==> config.mk <==
export PLATFORM = sky130hd
export DESIGN_NAME = wev_detect
export DESIGN_NICKNAME = d
export VERILOG_FILES = /design/src/rtl/wev_pkg.sv /design/src/rtl/wev_sync.sv /design/src/rtl/wev_regs.sv /design/src/rtl/wev_chan.sv /design/src/rtl/wev_detect.sv
export SDC_FILE = /design/constraint.sdc
export NUM_CORES = 1
export LEC_CHECK = 0
export BUFFER_PORTS_ARGS = -buffer_cell sky130_fd_sc_hd__clkbuf_2
export CAP_MARGIN = 40
export CORE_MARGIN = 4
export CORE_UTILIZATION = 25
export DETAILED_ROUTE_END_ITERATION = 12
export SYNTH_ARGS = -nofsm -noshare
export SYNTH_HDL_FRONTEND = slang
export SYNTH_SLANG_ARGS = --single-unit
==> constraint.sdc <==
create_clock -name clk -period 1.7 [get_ports clk]
set_input_delay 0.17 -clock clk [delete_from_list [all_inputs] [get_ports clk]]
set_output_delay 0.17 -clock clk [all_outputs]
set_load 0.005 [all_outputs]
==> src/rtl/wev_pkg.sv <==
package wev_pkg;
    typedef enum logic [1:0] {
        SEL_POL  = 2'd0,
        SEL_EDGE = 2'd1,
        SEL_EN   = 2'd2,
        SEL_NONE = 2'd3
    } wev_sel_e;
endpackage

==> src/rtl/wev_sync.sv <==
module wev_sync #(
    parameter int          W    = 16,
    parameter logic [W-1:0] IDLE = '1
) (
    input  logic         clk,
    input  logic         rst_n,
    input  logic [W-1:0] async_i,
    output logic [W-1:0] sync_o
);
    typedef struct packed {
        logic [W-1:0] st1;
        logic [W-1:0] st2;
    } sync_t;

    sync_t sync_d, sync_q;

    always_comb begin
        sync_d     = sync_q;
        sync_d.st1 = async_i;
        sync_d.st2 = sync_q.st1;
    end

    always_ff @(posedge clk or negedge rst_n) begin
        if (!rst_n) begin
            sync_q.st1 <= IDLE;
            sync_q.st2 <= IDLE;
        end else begin
            sync_q <= sync_d;
        end
    end

    assign sync_o = sync_q.st2;
endmodule

==> src/rtl/wev_regs.sv <==
module wev_regs
    import wev_pkg::*;
#(
    parameter int           W    = 16,
    parameter logic [W-1:0] MASK = '1
) (
    input  logic         clk,
    input  logic         rst_n,
    input  logic         wr_en,
    input  logic [1:0]   wr_sel,
    input  logic [W-1:0] wr_data,
    input  logic [1:0]   rd_sel,
    output logic [W-1:0] rd_data,
    output logic [W-1:0] pol_o,
    output logic [W-1:0] edg_o,
    output logic [W-1:0] en_o,
    output logic [W-1:0] chg_o
);
    typedef struct packed {
        logic [W-1:0] pol;
        logic [W-1:0] edg;
        logic [W-1:0] en;
        logic [W-1:0] chg;
    } regs_t;

    regs_t regs_d, regs_q;

    always_comb begin
        regs_d     = regs_q;
        regs_d.chg = '0;
        if (wr_en) begin
            case (wev_sel_e'(wr_sel))
                SEL_POL:  regs_d.pol = wr_data & MASK;
                SEL_EDGE: regs_d.edg = wr_data & MASK;
                SEL_EN:   regs_d.en  = wr_data & MASK;
                default:  ;
            endcase
        end
        regs_d.chg = (regs_d.pol ^ regs_q.pol) | (regs_d.edg ^ regs_q.edg);
    end

    always_ff @(posedge clk or negedge rst_n) begin
        if (!rst_n) regs_q <= '0;
        else        regs_q <= regs_d;
    end

    always_comb begin
        case (wev_sel_e'(rd_sel))
            SEL_POL:  rd_data = regs_q.pol;
            SEL_EDGE: rd_data = regs_q.edg;
            SEL_EN:   rd_data = regs_q.en;
            default:  rd_data = '0;
        endcase
    end

    assign pol_o = regs_q.pol;
    assign edg_o = regs_q.edg;
    assign en_o  = regs_q.en;
    assign chg_o = regs_q.chg;

    // positions without a detector never hold control state
    assert_ctrl_masked_R6: assert property (@(posedge clk) disable iff (!rst_n)
        ((regs_q.pol | regs_q.edg | regs_q.en) & ~MASK) == '0);
endmodule

==> src/rtl/wev_chan.sv <==
module wev_chan #(
    parameter logic IDLE = 1'b1
) (
    input  logic clk,
    input  logic rst_n,
    input  logic smp_i,
    input  logic pol_i,
    input  logic edg_i,
    input  logic chg_i,
    input  logic clr_i,
    output logic sts_o
);
    typedef struct packed {
        logic prev;
        logic sts;
    } chan_t;

    chan_t ch_d, ch_q;
    logic  active;
    logic  hit;

    always_comb begin
        active = (smp_i == pol_i);
        if (edg_i) hit = active && (ch_q.prev != smp_i) && !chg_i;
        else       hit = active;
        ch_d      = ch_q;
        ch_d.prev = smp_i;
        ch_d.sts  = hit | (ch_q.sts & ~clr_i);
    end

    always_ff @(posedge clk or negedge rst_n) begin
        if (!rst_n) begin
            ch_q.prev <= IDLE;
            ch_q.sts  <= 1'b0;
        end else begin
            ch_q <= ch_d;
        end
    end

    assign sts_o = ch_q.sts;

    // a set status bit survives every cycle without a clear
    assert_sticky_R9: assert property (@(posedge clk) disable iff (!rst_n)
        (ch_q.sts && !clr_i) |=> ch_q.sts);

    // a detection sets status even when a clear arrives with it
    assert_hit_wins_R10: assert property (@(posedge clk) disable iff (!rst_n)
        hit |=> ch_q.sts);

    // no edge event in the cycle following a mode change
    assert_mode_quiet_R11: assert property (@(posedge clk) disable iff (!rst_n)
        (chg_i && edg_i && !ch_q.sts) |=> !ch_q.sts);
endmodule

==> src/rtl/wev_detect.sv <==
module wev_detect #(
    parameter int               CH_W      = 16,
    parameter logic [CH_W-1:0]  IMPL_MASK = 16'h17F0,
    parameter logic [CH_W-1:0]  IDLE_LVL  = '1
) (
    input  logic            clk,
    input  logic            rst_n,
    input  logic [CH_W-1:0] wake_in,
    input  logic            wr_en,
    input  logic [1:0]      wr_sel,
    input  logic [CH_W-1:0] wr_data,
    input  logic [1:0]      rd_sel,
    output logic [CH_W-1:0] rd_data,
    input  logic            clr_en,
    input  logic [CH_W-1:0] clr_mask,
    output logic [CH_W-1:0] status,
    output logic            wake_event
);
    logic [CH_W-1:0] smp;
    logic [CH_W-1:0] pol, edg, en, chg;
    logic [CH_W-1:0] clr_vec;
    logic [CH_W-1:0] sts;
    logic            unused_smp;

    assign clr_vec = clr_en ? clr_mask : '0;

    wev_sync #(.W(CH_W), .IDLE(IDLE_LVL)) u_sync (
        .clk(clk), .rst_n(rst_n), .async_i(wake_in), .sync_o(smp)
    );

    wev_regs #(.W(CH_W), .MASK(IMPL_MASK)) u_regs (
        .clk(clk), .rst_n(rst_n),
        .wr_en(wr_en), .wr_sel(wr_sel), .wr_data(wr_data),
        .rd_sel(rd_sel), .rd_data(rd_data),
        .pol_o(pol), .edg_o(edg), .en_o(en), .chg_o(chg)
    );

    for (genvar i = 0; i < CH_W; i++) begin : g_ch
        if (IMPL_MASK[i]) begin : g_live
            wev_chan #(.IDLE(IDLE_LVL[i])) u_chan (
                .clk(clk), .rst_n(rst_n),
                .smp_i(smp[i]), .pol_i(pol[i]), .edg_i(edg[i]),
                .chg_i(chg[i]), .clr_i(clr_vec[i]), .sts_o(sts[i])
            );
        end else begin : g_void
            assign sts[i] = 1'b0;
        end
    end

    assign unused_smp = ^{smp & ~IMPL_MASK, pol & ~IMPL_MASK, edg & ~IMPL_MASK, chg & ~IMPL_MASK};

    assign status     = sts;
    assign wake_event = |(sts & en);
endmodule

**Word-level counts from Yosys, hierarchy flattened**

Cells that the tools add are included.

- Reduce and logical (&&, ||, !) cells: 28
- Bitwise operators: 28
- Eq/ne operators: 20
- Mux-type cells: 14

Operator list:

| cell | count |
|---|---|
| $mux W48 | 1 |
| $pmux W16 S3 | 1 |
| $mux W16 | 2 |
| $mux W13 | 2 |
| $xor A13 B13 Y13 | 2 |
| $logic_and A1 B1 Y1 | 16 |
| $reduce_or A16 Y1 | 1 |
| $and A13 B13 Y13 | 1 |
| $or A13 B13 Y13 | 1 |
| $and A1 B1 Y1 | 8 |
| $eq A1 B1 Y1 | 8 |
| $logic_not A1 Y1 | 8 |
| $mux W1 | 8 |
| $ne A1 B1 Y1 | 8 |
| $not A1 Y1 | 8 |
| $or A1 B1 Y1 | 8 |
| $eq A2 B1 Y1 const B | 2 |
| $eq A2 B2 Y1 const B | 2 |
| $logic_not A2 Y1 | 2 |
| $reduce_and A2 Y1 | 1 |

- Logic and storage cells: 112
- Output and inout bits: 33
- Register bits: 95

**Logic depth before layout (Yosys ltp)**

- Word-level depth: 5
- Gate-level depth with buffers: 5
- Gate-level depth less buffers: 3

**Cells and area by module**

From an unflattened synthesis, not the netlist that was laid out.

- Cells, all modules: 322
- Area total of the unflattened synthesis: 4369.2 sq um

Modules (own cells, without submodules):

| module | cells an instance | instances | area each (sq um) |
|---|---|---|---|
| wev_regs | 204 | 1 | 2637.5 |
| wev_sync | 32 | 1 | 840.8 |
| wev_chan | 8 | 8 | 92.6 |
| wev_detect | 22 | 1 | 150.1 |

**Least setup slack after synthesis**

No wires, ideal clock.

- Path type: input to register
- From: input wr_sel[1]
- To: register u_regs.regs_q[58], in the netlist u_regs.pol_o[10]
- Arrival: 0.996 ns
- Buffers on the path: 2
- Cell stages on the path: 5
- Setup slack: 0.579 ns
- Path through: nand2b_1 buf_6 nor2_4 buf_8 mux2_4

RTL lines:

| element | RTL line | RTL |
|---|---|---|
| start: declaration | wev_detect.sv:10 | `input logic [1:0] wr_sel,` |
| end signal: assignment | wev_regs.sv:44 | `else regs_q <= regs_d;` |
| end: declaration | wev_regs.sv:26 | `regs_t regs_d, regs_q;` |

**Worst setup path after layout**

- From: register g_ch[4].g_live.u_chan.sts_o (netlist name)
- To: output wake_event

- Word-level cells in the longest chain between the ends: 2

Ends and longest elaborated chain:

| element | RTL line | RTL |
|---|---|---|
| $and A13 B13 Y13 | wev_detect.sv:53 | `assign wake_event = \|(sts & en);` |
| $reduce_or A16 Y1 | wev_detect.sv:53 |  |
| end: declaration | wev_detect.sv:17 | `output logic wake_event` |

No other way between the ends.

==> flow_summary_export.csv <==
group,metric,value,unit
run_status,outcome,"complete, no violations",
clocking,cts_resized,0,
setup_path,worstRegToRegCells,2,
sta,tns,0,ps
layout,syn_to_final_growth,23.1,%
clocking,htree_levels,3,
global_route,grt_max_degree,75,
clocking,cts_hold_buf,9,
sta,rsz0062_at_grt,"no",
routing,firstDrtPassIters,4,
clocking,clockBufferDepth,2,
worst_hold_path,worstHoldPathType,"in -> reg",
clocking,numCtsBuffers,9,
logic_synthesis,synth_enable_flop_cells,0,
logic_synthesis,ys_seq_area_frac,0.575,
layout,nFillCells,1318,
logic_synthesis,async_reset_ff_frac,1.00,
routing,drt-total-wl,7270,um
routing,via_count,2051,
logic_synthesis,synth_top_area_cell,"dfrtp_1",
routing,first_iter_violations,59,
setup_path,crit_fanout,3,
routing,drtAntennaViolNets,0,
sta,setup_violations,0,
global_route,grt_pass1_wl,11500,um
floorplan,io-pin-count,89,
logic_synthesis,synthTopCellsByArea,"dfrtp_1 (38%), dfstp_2 (19%), mux2i_1 (8.3%)",
setup_path,required,1530,ps
clocking,cts_root_buffer,"clkbuf_16",
floorplan,start_util,0.257,
floorplan,die_y,122,um
routing,viasPerCell,4.10,
floorplan,die_area,0.0150,mm^2
routing,avgRoutedWirePerCell,14.5,um
layout,drive_gt1_frac,0.367,
logic_synthesis,synth_area_per_cell,12.6,um^2
logic_synthesis,yosysTopAreaCellShare,0.382,
placement,io_buffers,53,
setup_path,reg2reg_from,"g_ch[4].g_live.u_chan.ch_q[1]",
global_route,grt_pass1_vias,2124,
logic_synthesis,synth_common_cells,"dfrtp_1 (50), mux2i_1 (27), nor2_1 (26)",
sta,max_freq,674,MHz
logic_synthesis,synth_cell_types,29,
layout,seq_area,0.00188,mm^2
setup_path,rr_endpoint,"g_ch[4].g_live.u_chan.sts_o",
power,p_leak,1.90,nW
logic_synthesis,syn_inst,260,
logic_synthesis,ys.flop_type,"dfrtp_1",
global_route,gr-usage-all-layers,0.102,
logic_synthesis,ys_warn_count,0,
floorplan,die_w,122,um
setup_path,cp.arrival,1310,ps
sta,period_minus_slack,1480,ps
logic_synthesis,yosysMostFrequentCell,"dfrtp_1",
routing,drc,0,
clocking,cts.reportedPaths.clkPinSlew,50,ps
setup_path,rrSetupSlack,630,ps
clocking,cts_setup_buffers,0,
global_route,grt-ovfl-total,0,
placement,hpwl,5100,um
setup_path,critical_path_class,"reg -> out",
worst_hold_path,holdPathEnd,"u_regs.edg_o[12]",
run,cap_violations,0,
layout,multiInputGateArea,0.00121,mm^2
setup_path,critPathCaptureType,"primary output",
worst_hold_path,holdPathStages,2,
power,ir_drop,507,uV
clocking,clock-sinks,74,
floorplan,rows,41,
sta,hold_violations,0,
layout,final_nets,378,
sta,period_share,0.872,
clocking,clock_latency,330,ps
floorplan,core,0.0127,mm^2
sta,hold_ws,118,ps
setup_path,startpoint_type,"flip-flop",
sta,skew,3.30,ps
power,power_density,1170,mW/mm^2
worst_hold_path,min_from,"wr_data[12]",
global_route,antenna_found_initial,0,
placement,gp_congestion,0.737,
clocking,cts_tree,"yes",
sta,drv_slew,0,
logic_synthesis,syn_area,0.00327,mm^2
logic_synthesis,ys_seq_elements,74,
logic make-up (layout without fill, tap and decap cells):
| family | after synthesis | count (layout) | share of synthesized area |
|---|---|---|---|
| xor gates and xnor gates | 9 | 9 | 0.0241 |
| buffers and inverters | 29 | 86 | 0.0665 |
| and+or+nand+nor | 72 | 72 | 0.112 |
| DFF | 74 | 74 | 0.575 |
| other | 1 | 12 | 0.00115 |
| muxes | 51 | 51 | 0.171 |
| AOI/OAI and AO/OA | 24 | 24 | 0.0508 |
worst max path at each step:
stage,from,slack [ps],to,cells after the start
after floorplan,wr_sel[1],580,u_regs.pol_o[10],5
after global placement,rd_sel[1],310,rd_data[6],5
after detailed placement,rd_sel[1],320,rd_data[6],5
after CTS,g_ch[4].g_live.u_chan.sts_o,140,wake_event,3
after global routing,g_ch[4].g_live.u_chan.sts_o,110,wake_event,3
final,g_ch[4].g_live.u_chan.sts_o,220,wake_event,3
per-layer routing:
| layer | GRT usage | share of wire | vias up | wire length, um |
|---|---|---|---|---|
| li1 | - | - | 984 | - |
| met3 | 0.0221 | 0.041 | 11 | 296 |
| met5 | 0 | 0 | - | 0 |
| met1 | 0.130 | 0.45 | 1012 | 3250 |
| met4 | 0.0574 | 0.020 | 0 | 144 |
| met2 | 0.161 | 0.49 | 44 | 3570 |
layout by cell type, fill, tap and decap left out, types with 2 or more instances in the layout:
cell type      count
nor2_1            26
dfstp_2           24
nand2_1           22
a22oi_1            4
dlygate4sd3_1      9
nand2b_1           2
clkbuf_2          52
nor2b_1            6
clkinv_2           2
nand3b_4           2
buf_4              7
clkbuf_1           3
and2_1            11
o21ai_0            9
dfrtp_1           50
mux2_4             5
o221ai_1           7
mux2_2            14
mux2i_1           27
mux2_1             5
xor2_1             9
conb_1            11
clkbuf_16          9
report_power, final:
part | internal [mW] | leakage [nW] | switching [mW]
registers | 1.99 | 0.867 | 0.184
logic | 0.355 | 0.885 | 0.321
clock network | 1.17 | 0.144 | 0.681
total | 3.51 | 1.90 | 1.19
through the flow:
step                 util  area, um^2  std cells  setup WS (ps)  power, mW
finish              0.317        4030        500            217       4.70
global route        0.316        4030        499            115       4.94
CTS                 0.316        4030        499            141       4.78
detailed placement  0.287        3650        474            317       2.87
global placement    0.287        3650        474            311       2.85
floorplan               -        3310        270            579       2.64
final cells by class:
class                      count  area share
timing repair buffer          70       0.106
tap                          172      0.0534
antenna                        1    0.000621
multi-input combinational    167       0.301
sequential                    74       0.467
clock inverter                 3     0.00994
clock buffer                  13      0.0621
worst max-delay path: stages, from the launching register on:
cell,delay [ps]
dfrtp_1,410
a22oi_1,270
nand4_1,160
clkbuf_2,150
Power figures use the tool's default switching activity.
